==> src/rtl/cal_alarm_pkg.sv <==
package cal_alarm_pkg;
  localparam int unsigned REG_AW   = 2;
  localparam int unsigned BIT_EN   = 8;
  localparam int unsigned BIT_IE   = 12;
  localparam int unsigned BIT_WAF  = 0;
  localparam int unsigned BIT_FLAG = 8;

  typedef enum logic [REG_AW-1:0] {
    REG_CTRL = 2'd0,
    REG_STAT = 2'd1,
    REG_WORD = 2'd2,
    REG_CLR  = 2'd3
  } reg_sel_e;

  typedef struct packed {
    logic       day_msk;
    logic       wd_sel;
    logic [5:0] date;
    logic       hr_msk;
    logic       pm;
    logic [5:0] hr;
    logic       min_msk;
    logic [6:0] min;
    logic       sec_msk;
    logic [6:0] sec;
  } alarm_word_t;
endpackage

==> src/rtl/cal_alarm_ctrl.sv <==
module cal_alarm_ctrl #(
  parameter int unsigned WAF_DLY = 2
) (
  input  logic clk_i,
  input  logic rst_ni,
  input  logic wr_i,
  input  logic en_d_i,
  input  logic ie_d_i,
  output logic en_o,
  output logic ie_o,
  output logic waf_o
);
  localparam int unsigned CNT_W = $clog2(WAF_DLY + 1);
  localparam logic [CNT_W-1:0] CNT_MAX = CNT_W'(WAF_DLY);

  logic [CNT_W-1:0] cnt_q;

  always_ff @(posedge clk_i or negedge rst_ni) begin
    if (!rst_ni) begin
      en_o <= 1'b0;
      ie_o <= 1'b0;
    end else if (wr_i) begin
      en_o <= en_d_i;
      ie_o <= ie_d_i;
    end
  end

  // settle counter restarts whenever the alarm is live
  always_ff @(posedge clk_i or negedge rst_ni) begin
    if (!rst_ni)              cnt_q <= '0;
    else if (en_o)            cnt_q <= '0;
    else if (cnt_q != CNT_MAX) cnt_q <= cnt_q + CNT_W'(1);
  end

  assign waf_o = !en_o && (cnt_q == CNT_MAX);
endmodule

==> src/rtl/cal_alarm_match.sv <==
module cal_alarm_match
  import cal_alarm_pkg::*;
#(
  parameter int unsigned NF = 4
) (
  input  alarm_word_t word_i,
  input  logic [6:0]  cur_sec_i,
  input  logic [6:0]  cur_min_i,
  input  logic [5:0]  cur_hour_i,
  input  logic        cur_pm_i,
  input  logic [5:0]  cur_date_i,
  input  logic [2:0]  cur_wday_i,
  output logic        match_o
);
  logic [6:0]    a_val [NF];
  logic [6:0]    c_val [NF];
  logic [NF-1:0] msk;
  logic [NF-1:0] hit;

  always_comb begin
    a_val[0] = word_i.sec;
    c_val[0] = cur_sec_i;
    msk[0]   = word_i.sec_msk;
    a_val[1] = word_i.min;
    c_val[1] = cur_min_i;
    msk[1]   = word_i.min_msk;
    a_val[2] = {word_i.pm, word_i.hr};
    c_val[2] = {cur_pm_i, cur_hour_i};
    msk[2]   = word_i.hr_msk;
    a_val[3] = word_i.wd_sel ? {3'b000, word_i.date[3:0]} : {1'b0, word_i.date};
    c_val[3] = word_i.wd_sel ? {4'b0000, cur_wday_i}     : {1'b0, cur_date_i};
    msk[3]   = word_i.day_msk;
  end

  for (genvar i = 0; i < NF; i++) begin : g_fld
    assign hit[i] = msk[i] || (a_val[i] == c_val[i]);
  end

  assign match_o = &hit;
endmodule

==> src/rtl/cal_alarm_flag.sv <==
module cal_alarm_flag (
  input  logic clk_i,
  input  logic rst_ni,
  input  logic set_i,
  input  logic clr_i,
  output logic flag_o
);
  // set wins so no event is lost to a racing clear
  always_ff @(posedge clk_i or negedge rst_ni) begin
    if (!rst_ni)     flag_o <= 1'b0;
    else if (set_i)  flag_o <= 1'b1;
    else if (clr_i)  flag_o <= 1'b0;
  end
endmodule

==> src/rtl/cal_alarm.sv <==
module cal_alarm
  import cal_alarm_pkg::*;
#(
  parameter int unsigned WAF_DLY = 2
) (
  input  logic        clk_i,
  input  logic        rst_ni,
  input  logic        tick_i,
  input  logic [6:0]  cur_sec_i,
  input  logic [6:0]  cur_min_i,
  input  logic [5:0]  cur_hour_i,
  input  logic        cur_pm_i,
  input  logic [5:0]  cur_date_i,
  input  logic [2:0]  cur_wday_i,
  input  logic        wr_en_i,
  input  logic [1:0]  addr_i,
  input  logic [31:0] wdata_i,
  output logic [31:0] rdata_o,
  output logic        irq_o
);
  reg_sel_e    sel;
  alarm_word_t word_q;
  logic en_q, ie_q, waf, flag_q, match, clr_req;

  assign sel = reg_sel_e'(addr_i);

  cal_alarm_ctrl #(.WAF_DLY(WAF_DLY)) u_ctrl (
    .clk_i  (clk_i),
    .rst_ni (rst_ni),
    .wr_i   (wr_en_i && (sel == REG_CTRL)),
    .en_d_i (wdata_i[BIT_EN]),
    .ie_d_i (wdata_i[BIT_IE]),
    .en_o   (en_q),
    .ie_o   (ie_q),
    .waf_o  (waf)
  );

  always_ff @(posedge clk_i or negedge rst_ni) begin
    if (!rst_ni)                                 word_q <= '0;
    else if (wr_en_i && (sel == REG_WORD) && waf) word_q <= alarm_word_t'(wdata_i);
  end

  cal_alarm_match #(.NF(4)) u_match (
    .word_i     (word_q),
    .cur_sec_i  (cur_sec_i),
    .cur_min_i  (cur_min_i),
    .cur_hour_i (cur_hour_i),
    .cur_pm_i   (cur_pm_i),
    .cur_date_i (cur_date_i),
    .cur_wday_i (cur_wday_i),
    .match_o    (match)
  );

  assign clr_req = wr_en_i && (((sel == REG_STAT) && !wdata_i[BIT_FLAG]) ||
                               ((sel == REG_CLR)  &&  wdata_i[BIT_FLAG]));

  cal_alarm_flag u_flag (
    .clk_i  (clk_i),
    .rst_ni (rst_ni),
    .set_i  (tick_i && en_q && match),
    .clr_i  (clr_req),
    .flag_o (flag_q)
  );

  always_comb begin
    rdata_o = '0;
    unique case (sel)
      REG_CTRL: begin
        rdata_o[BIT_EN] = en_q;
        rdata_o[BIT_IE] = ie_q;
      end
      REG_STAT: begin
        rdata_o[BIT_WAF]  = waf;
        rdata_o[BIT_FLAG] = flag_q;
      end
      REG_WORD: rdata_o = word_q;
      REG_CLR:  rdata_o = '0;
      default:  rdata_o = '0;
    endcase
  end

  assign irq_o = flag_q && ie_q;
endmodule

==> config.mk <==
export PLATFORM = sky130hd
export DESIGN_NAME = cal_alarm
export DESIGN_NICKNAME = d
export VERILOG_FILES = /design/src/rtl/cal_alarm_pkg.sv /design/src/rtl/cal_alarm_ctrl.sv /design/src/rtl/cal_alarm_match.sv /design/src/rtl/cal_alarm_flag.sv /design/src/rtl/cal_alarm.sv
export SDC_FILE = /design/constraint.sdc
export NUM_CORES = 1
export LEC_CHECK = 0
export BUFFER_PORTS_ARGS = -buffer_cell sky130_fd_sc_hd__buf_2
export CORE_UTILIZATION = 46
export DETAILED_ROUTE_END_ITERATION = 10
export PLACE_DENSITY = 0.8
export SETUP_SLACK_MARGIN = 0.4
export SLEW_MARGIN = 40
export SYNTH_ARGS = -nofsm -noshare
export SYNTH_HDL_FRONTEND = slang
export SYNTH_SLANG_ARGS = --single-unit
==> constraint.sdc <==
create_clock -name clk_i -period 1.9 [get_ports clk_i]
set_clock_uncertainty 0.2 [all_clocks]
set_input_delay 0.19 -clock clk_i [delete_from_list [all_inputs] [get_ports clk_i]]
set_output_delay 0.19 -clock clk_i [all_outputs]
set_load 0.01 [all_outputs]
==> metrics.txt, run 1 <==
VDD IR max 0.597 mV; Die Span Y 69.4 um; Final Cycle Share 0.941; total grt overflow 0; fin. max-slew vios 0; final instance area 0.00341 mm2; ys flop type dfrtp_1; Synth cell types 29; die area 0.00481 mm2; TritonCTS Buffers 5; # IOs 101; Final TNS setup 0 ns; vias between 1500 and 2000; initial antenna violation count 0; FF-to-FF path depth 6; reg2reg setup slack 0.11 ns; startpoint types register; # port buffers 100; CTS tree yes; Initial Util 0.480; # rows 24; mean routed wirelength per cell 15.2 um; synthesized area per cell 11.7 um2; worst reg2reg startpoint u_ctrl.cnt_q[0]; Worst-Skew Late Latency between 0.2 and 0.3 ns; switching portion of total power 0.311; routability cong. between 0.7 and 0.8; largest net degree at the start of global routing 38; Ant. Diodes 0; Clock Path Buffers 2; layout cell share with drive strength beyond 1 0.520; top cells by area, synth dfrtp_1, mux2_2, and2_1; P_sw 1.04 mW; Cells after Synth 178; final WL 5760 um; hpwl dp roughly 3400 um; slew of the pin with the lowest slew margin about 0.47 ns; core box area 0.00435 mm2; FF+latch count, synth 37; clk sinks 37; worst setup path endpoint rdata_o[0]; Crit Path Max Fanout 2; leak pwr 1.84 nW; Yosys warning total 0; relative slew slack 0.686; syn nets 251; Seq pwr share 0.419; Final ANT Viol Nets 0; total power 3.33 mW; area leader, netlist dfrtp_1; die extent in x 69.4 um; Residual DRC 0; Req. time, crit path 1.51 ns; synth-to-layout area growth 63.3%; RSZ-0062 raised after global routing yes; max_cap viols 0; final core occ 0.783; vias in the first global route 1967; final hold violation count 0; Tot GR Track Use 0.227; first-pass GRT wire length 8710 um; status complete, no violations; crit-path cells ha_2 -> and2b_2 -> a22oi_2 -> nor2b_1 -> buf_2; commonest non-fill, non-tap cell in the layout buf_2; vias per cell approximately 4.9; Yosys top cell area share 0.443; Arrival @ worst endpoint 1.40 ns; fraction of registers with async set/reset 1.00; clock root buffer clkbuf_8; H-tree levels 2; Int Pwr roughly 2.3 mW; EDFF count, synth 0; Initial DRC Count 75; most frequent cells in the layout buf_2, dfrtp_1, dlygate4sd3_1; drt pass-1 iters 4; CP endpoint kind primary output; clk slew on worst S/H paths 0.07 ns; final layout net count 399; Final min period 1.79 ns; Worst path slowest cell dfrtp_1; Hold Crit Class in2reg; sequential-to-total area share from yosys stat 0.443; final setup violation count 0; power density over the cells between 900 and 1000 mW/mm2; slowest stage delay, CP about 0.39 ns; post-route setup slack about 0.11 ns; worst r2r dst word_q[11]; worst slack, placed 0.0851 ns; placed inst area 0.00275 mm2; kind of critical path reg2out; CP Launch Point u_ctrl.cnt_q[1]; highest clock rate 559 MHz; power share of the clock group 0.181; cell area after synthesis ~0.0021 mm2; combinational share of power 0.400
-- cells by family after synthesis --
| logic type | share of synthesized area |
|---|---|
| adder cells (fa/ha/maj) | 0.0300 |
| XOR/XNOR | 0.117 |
| flip-flops | 0.443 |
| AND/OR/NAND/NOR | 0.138 |
| buffers and inverters | 0.0288 |
| multiplexers | 0.198 |
| AO/OA/AOI/OAI | 0.0443 |
-- layer usage --
layer	wire length, um	part of all wire	global-route usage
met1	2470	0.43	0.285
met2	2950	0.51	0.393
met3	241	0.042	0.0363
met4	91	0.016	0.0862
met5	0	0	0
-- final cells by class --
| class | count | area, um2 |
|---|---|---|
| Multi-Input combinational cell | 130 | 1270 |
| Fill cell | 270 | 945 |
| Clock buffer | 7 | 96.3 |
| Sequential cell | 37 | 927 |
| Timing Repair Buffer | 148 | 1030 |
| Clock inverter | 1 | 5.00 |
| Inverter | 4 | 15.0 |
| Tap cell | 52 | 65.1 |
-- timing repair --
| item | in CTS | in global routing |
|---|---|---|
| hold buffers | 33 | 0 |
| buffers inserted | 3 | 2 |
| endpoints found under the hold margin | 71 | 0 |
| pin swaps | 1 | 4 |
| cloned | 0 | 3 |
| endpoints found under the setup margin | 62 | 37 |
| gates resized for setup | 11 | 20 |
-- state kept, by name, summed over array words and instances (netlist names) --
signal         flops
word_q            32
u_ctrl.en_o        1
u_ctrl.cnt_q       2
u_ctrl.ie_o        1
u_flag.flag_o      1
-- synthesized netlist by cell type, types with 4 or more instances --
master / instances
and2_1: 29
dfrtp_1: 37
ha_1: 5
inv_1: 4
mux2_1: 13
mux2_2: 21
nor2_1: 4
xnor2_1: 17
xor2_1: 11
-- power groups by stage --
stage / clock network (mW) / registers, mW / logic, mW
after floorplan: 0 / 1.30 / 0.834
after global placement: 0 / 1.38 / 1.05
after detailed placement: 0 / 1.39 / 1.08
after CTS: 0.608 / 1.38 / 1.21
after global routing: 0.639 / 1.44 / 1.46
final: 0.603 / 1.40 / 1.33
-- worst min path at each step --
stage,endpoint,startpoint,cells after the start
after floorplan,u_ctrl.cnt_q[0],rst_ni,0
after global placement,word_q[15],rst_ni,2
after detailed placement,word_q[8],rst_ni,2
after CTS,u_flag.flag_o,tick_i,3
after global routing,u_flag.flag_o,tick_i,3
final,u_flag.flag_o,tick_i,3
-- stage by stage --
stage	hold slack [ns]	instances
after global placement	0.0604	330
after floorplan	-0.306	178
after global routing	0.0144	379
after CTS	0.000400	374
after detailed placement	0.0595	330
final	0.00218	379
-- worst max-delay path: cells and delay by family, from the launching register on --
family	cells	cell delay (ns)
adders and majority gates	1	0.19
DFF	1	0.39
AOI/OAI and AO/OA	1	0.12
and+or+nand+nor	2	0.29
buffers and inverters	1	0.13
No activity file was read; power rests on OpenSTA's default activity.
==> inputs of run 2 (changes only) <==
--- a/config.mk
+++ b/config.mk
@@ -7,4 +7,5 @@
 export LEC_CHECK = 0
+export ABC_AREA = 1
 export BUFFER_PORTS_ARGS = -buffer_cell sky130_fd_sc_hd__buf_2
-export CORE_UTILIZATION = 46
+export CORE_UTILIZATION = 48
 export DETAILED_ROUTE_END_ITERATION = 10
==> constraint.sdc (replaced) <==
create_clock -name clk_i -period 1.9 [get_ports clk_i]
set_clock_uncertainty 0.2 [all_clocks]
set_input_delay 0.285 -clock clk_i [delete_from_list [all_inputs] [get_ports clk_i]]
set_output_delay 0.285 -clock clk_i [all_outputs]
set_load 0.01 [all_outputs]
==> metrics.txt, run 2 <==
layout cell share with drive strength beyond 1 0.493; final instance area between 0.003 and 0.004 mm2; largest family of logic cells by synthesized area simple AND/OR/NAND/NOR gates; syn nets 417; Tot GR Track Use 0.238; total grt overflow 0; Hold Path Depth 2; placed inst area 0.00297 mm2; core box area roughly 0.0048 mm2; initial antenna violation count 0; die area between 0.005 and 0.006 mm2; RSZ-0062 raised after global routing yes; leak pwr ~2.4 nW; area leader, netlist dfrtp_1; Biggest register word_q; Register Area approximately 930 um2; fraction of registers with async set/reset 1.00; Synth cell types 25; drt pass-1 iters 4; top cells by count, synth nand2_1, inv_1, dfrtp_1, nor2_1, a21oi_1; final WL 7530 um; simple-gate portion of the synthesized area 0.262; clk sinks 37; clock root buffer clkbuf_8; commonest non-fill, non-tap cell in the layout nand2_1; xor/xnor share of the synthesized area 0.0219; cell with the most instances after synthesis nand2_1; Ant. Diodes 0; final hold violation count 0; # port buffers 100; top cells by area, synth dfrtp_1, nand2_1, inv_1; worst slack, placed 0.200 ns; power density over the cells between 1000 and 1500 mW/mm2; # rows 25; Crit Path Max Fanout 3; startpoint types register; sequential-to-total area share from yosys stat 0.386; Initial DRC Count roughly 220; max_cap viols 0; vias in the first global route about 2200; fin. max-slew vios 0; first-pass GRT wire length 9580 um; final setup violation count 0; filler instances slightly above 300; synthesized area per cell 6.97 um2; ys flop type dfrtp_1; Cells after Synth 344; synth-to-layout area growth 62.3%; biggest regs word_q (32), u_ctrl.cnt_q (2); post-route setup slack 0.107 ns; post-synthesis mux area share 0.0501; mean routed wirelength per cell 13.8 um; cell area after synthesis 0.00240 mm2; kind of critical path reg2out; die extent in x 72.7 um; clk slew on worst S/H paths 0.07 ns; final layout net count 551; Synth Area in Adders 0.0261; EDFF count, synth 0; Worst-Skew Late Latency 0.29 ns; relative slew slack 0.711; Yosys warning total 0; Die Span Y 72.7 um; hpwl dp roughly 4300 um; most frequent cells in the layout nand2_1, buf_2, inv_1; post-synthesis compound-gate area fraction 0.0914; largest net degree at the start of global routing 20; Req. time, crit path around 1.4 ns; Hold Crit Class in2reg; Yosys top cell area share 0.386; Residual DRC 0; # IOs 101; FF+latch count, synth 37; Final min period 1.79 ns; Final Cycle Share 0.944; Clock Path Buffers 2; Final ANT Viol Nets 0; Multi-input gate area approximately 0.0014 mm2; vias 2671; Initial Util 0.504; number of flip-flops in the largest register 32; VDD IR max 0.708 mV; CTS tree yes; vias per cell 4.89; CP endpoint kind primary output; slew of the pin with the lowest slew margin 0.434 ns; status complete, no violations; H-tree levels 2; TritonCTS Buffers 5; highest clock rate 558 MHz; routability cong. 0.881; Arrival @ worst endpoint 1.31 ns; FF-to-FF path depth 8
## run 2: cell types whose count changed in the layout (fill, tap and decap cells not counted), sizes merged, moves of 23 or more
cell / change
mux2: -26
nand2: +117
a21oi: +23
and2: -30
nor2: +28
dlygate4sd3: -32
inv: +75
## run 2: through the flow
| stage | instances | util | hold slack, ns | power (mW) | TNS [ns] |
|---|---|---|---|---|---|
| 2_1_floorplan | 344 | - | -0.211 | 2.41 | 0 |
| 3_3_place_gp | 506 | 0.625 | 0.0476 | 2.76 | 0 |
| 3_5_place_dp | 506 | 0.625 | 0.0425 | 2.84 | 0 |
| 4_1_cts | 528 | 0.688 | 0.0167 | 3.46 | 0 |
| 5_1_grt | 546 | 0.818 | 0.00861 | 4.27 | -0.0129 |
| 6_report | 546 | 0.818 | 0.0230 | 3.98 | 0 |
## run 2: final timing paths
kind / startpoint / endpoint / slack [ns]
min in group asynchronous: rst_ni / word_q[20] / 0.26
setup reg to reg: u_ctrl.cnt_q[0] / word_q[24] / 0.14
hold reg to reg: u_ctrl.ie_o / u_ctrl.ie_o / 0.34
setup / recovery: u_ctrl.cnt_q[0] / rdata_o[0] / 0.11
hold / removal: wdata_i[28] / word_q[28] / 0.02
max in group asynchronous: rst_ni / word_q[30] / 0.59
## run 2: power by group
group	switching (mW)	leakage [nW]	total, mW	internal [mW]
combinational	0.898	1.92	1.85	0.949
sequential	0.451	0.414	1.60	1.15
clock	0.276	0.0395	0.537	0.261
## run 2: routing by layer
layer  vias to the layer above  track usage  part of all wire
li1                       1284            -                 -
met1                      1257        0.308              0.40
met2                       116        0.397              0.51
met3                        14       0.0594             0.072
met4                         0       0.0654             0.020
met5                         -            0                 0
## run 2: cell type report
class | instances | area share
clock buffers | 8 | 0.0206
repair buffers | 137 | 0.292
flip-flops and latches | 37 | 0.239
inverters | 79 | 0.0775
well taps | 67 | 0.0216
multi-input cells | 218 | 0.349
## run 2: what timing repair did
| item | 4_1_cts | 5_1_grt |
|---|---|---|
| gates cloned | 3 | 4 |
| hold endpoints to repair | 18 | 0 |
| pin swaps | 2 | 10 |
| setup buffers | 10 | 14 |
| hold buffers | 1 | 0 |
| endpoints found under the setup margin | 64 | 65 |
| gates resized for setup | 14 | 130 |
## run 2: cells by family after synthesis
logic type,Yosys count
xor+xnor,6
fa+ha+maj,5
compound gates,38
flops,37
mux,8
simple gates,161
buf+inv,89
## run 2: worst max-delay path, cell delays in order (launching register included)
cell and delay (ns):
dfrtp_1 0.38, inv_2 0.07, ha_4 0.14, inv_2 0.04, nor2_4 0.07, nand2_1 0.05, a21boi_1 0.12, buf_2 0.14
==> inputs of run 3 (changes only) <==
- ABC_CLOCK_PERIOD_IN_PS: default -> 2190
- CORE_UTILIZATION: 48 -> 52
- PLACE_DENSITY: 0.8 -> 0.86
- clock period: 1.9 -> 2.19 ns (I/O delays scaled with it)
==> metrics.txt, run 3 (synthesis gave the netlist of run 2 again) <==
layout cell share with drive strength beyond 1 0.308; highest clock rate 539 MHz; Multi-input gate area 0.00113 mm2; worst slack, placed 0.307 ns; Tot GR Track Use 0.232; P_sw 1.15 mW; Final min period 1.86 ns; placed inst area 0.00291 mm2; clk sinks 37; Clock Path Buffers 2; power density over the cells 944 mW/mm2; die area 0.00488 mm2; combinational share of power 0.416; Initial Util 0.547; routability cong. 0.821; slowest stage delay, CP 0.38 ns; final WL between 5000 and 6000 um; max_cap viols 0; slew of the pin with the lowest slew margin 0.481 ns; drt pass-1 iters 4; Residual DRC 0; Worst path slowest cell dfrtp_1; Int Pwr 1.84 mW; die extent in x 69.9 um; clock root buffer clkbuf_8; filler instances 379; CTS tree yes; most frequent cells in the layout nand2_1, buf_2, inv_1; vias in the first global route 2282; VDD IR max 0.531 mV; # IOs 101; final hold violation count 0; final setup violation count 0; CP endpoint kind primary output; core box area 0.00438 mm2; # rows 24; biggest regs word_q (32), u_ctrl.cnt_q (2); clk slew on worst S/H paths 0.07 ns; kind of critical path reg2out; first-pass GRT wire length 9160 um; status complete, no violations; post-route setup slack 0.333 ns; Seq pwr share 0.423; startpoint types register; Biggest register word_q; largest net degree at the start of global routing 57; hpwl dp 4030 um; Final TNS setup 0 ns; vias per cell 4.80; Req. time, crit path roughly 1.7 ns; vias 2417; TritonCTS Buffers 5; mean routed wirelength per cell 11.8 um; commonest non-fill, non-tap cell in the layout nand2_1; Final Cycle Share 0.848; H-tree levels 2; final core occ 0.723; Crit Path Max Fanout 2; crit-path cells inv_2 -> ha_4 -> inv_4 -> nor2_4 -> nand2_1 -> a21boi_1 -> buf_2; fin. max-slew vios 0; Register Area roughly 930 um2; switching portion of total power 0.383; CP delay by family, top flip-flops; leak pwr ~2.1 nW; RSZ-0062 raised after global routing yes; initial antenna violation count 0; Hold Crit Class in2reg; synth-to-layout area growth 32.2%; reg2reg setup slack 0.41 ns; number of flip-flops in the largest register 32; total grt overflow 0; total power 2.99 mW; Worst-Skew Late Latency about 0.28 ns; Ant. Diodes 0; Final ANT Viol Nets 0; # port buffers 100; Die Span Y 69.9 um; relative slew slack 0.679; Arrival @ worst endpoint around 1.3 ns; final layout net count 525; Initial DRC Count roughly 140; final instance area 0.00317 mm2; crit path buf inv count 3; power share of the clock group 0.161
run 3: through the flow:
step / cells / hold slack, ns
after global placement: 490 / 0.203
after floorplan: 344 / -0.167
after CTS: 501 / 0.0702
after detailed placement: 490 / 0.205
final: 504 / 0.0721
after global routing: 504 / 0.0701
run 3: power by group through the flow:
| stage | Sequential, mW | Clock, mW | Combinational (mW) |
|---|---|---|---|
| after floorplan | 1.19 | 0 | 0.863 |
| after global placement | 1.24 | 0 | 1.11 |
| after detailed placement | 1.26 | 0 | 1.16 |
| after CTS | 1.26 | 0.484 | 1.21 |
| after global routing | 1.31 | 0.517 | 1.41 |
| final | 1.27 | 0.482 | 1.24 |
run 3: metal layers:
| layer | GRT usage | part of all wire | routed length [um] |
|---|---|---|---|
| met1 | 0.290 | 0.44 | 2590 |
| met2 | 0.402 | 0.50 | 2960 |
| met3 | 0.0577 | 0.060 | 355 |
| met4 | 0.0600 | 0.0067 | 40 |
| met5 | 0 | 0 | 0 |
run 3: worst paths after layout:
path	start	endpoint	cells after the start
setup / recovery	u_ctrl.cnt_q[0]	rdata_o[0]	7
hold / removal	wdata_i[24]	word_q[24]	2
setup reg to reg	u_ctrl.cnt_q[0]	word_q[28]	8
hold reg to reg	u_ctrl.ie_o	u_ctrl.ie_o	2
max in group asynchronous	rst_ni	u_ctrl.en_o	3
min in group asynchronous	rst_ni	word_q[25]	3
run 3: layout make-up:
type	instances	area share
repair buffers	111	0.208
multi-input cells	218	0.357
flip-flops and latches	37	0.293
clock buffers	7	0.0273
well taps	52	0.0205
inverters	79	0.0944
run 3: worst register-to-register path, delay by kind of cell (launching register included):
kind,cells,cell delay (ns)
buf+inv,4,0.45
mux,1,0.29
flops,1,0.38
fa+ha+maj,1,0.14
simple gates,2,0.21
run 3: what timing repair did:
action	CTS	global route
hold buffers	1	0
setup endpoints to repair	2	15
gates resized for setup	7	8
pin swaps	2	2
setup buffers	3	0
cloned	0	3
endpoints found under the hold margin	37	0
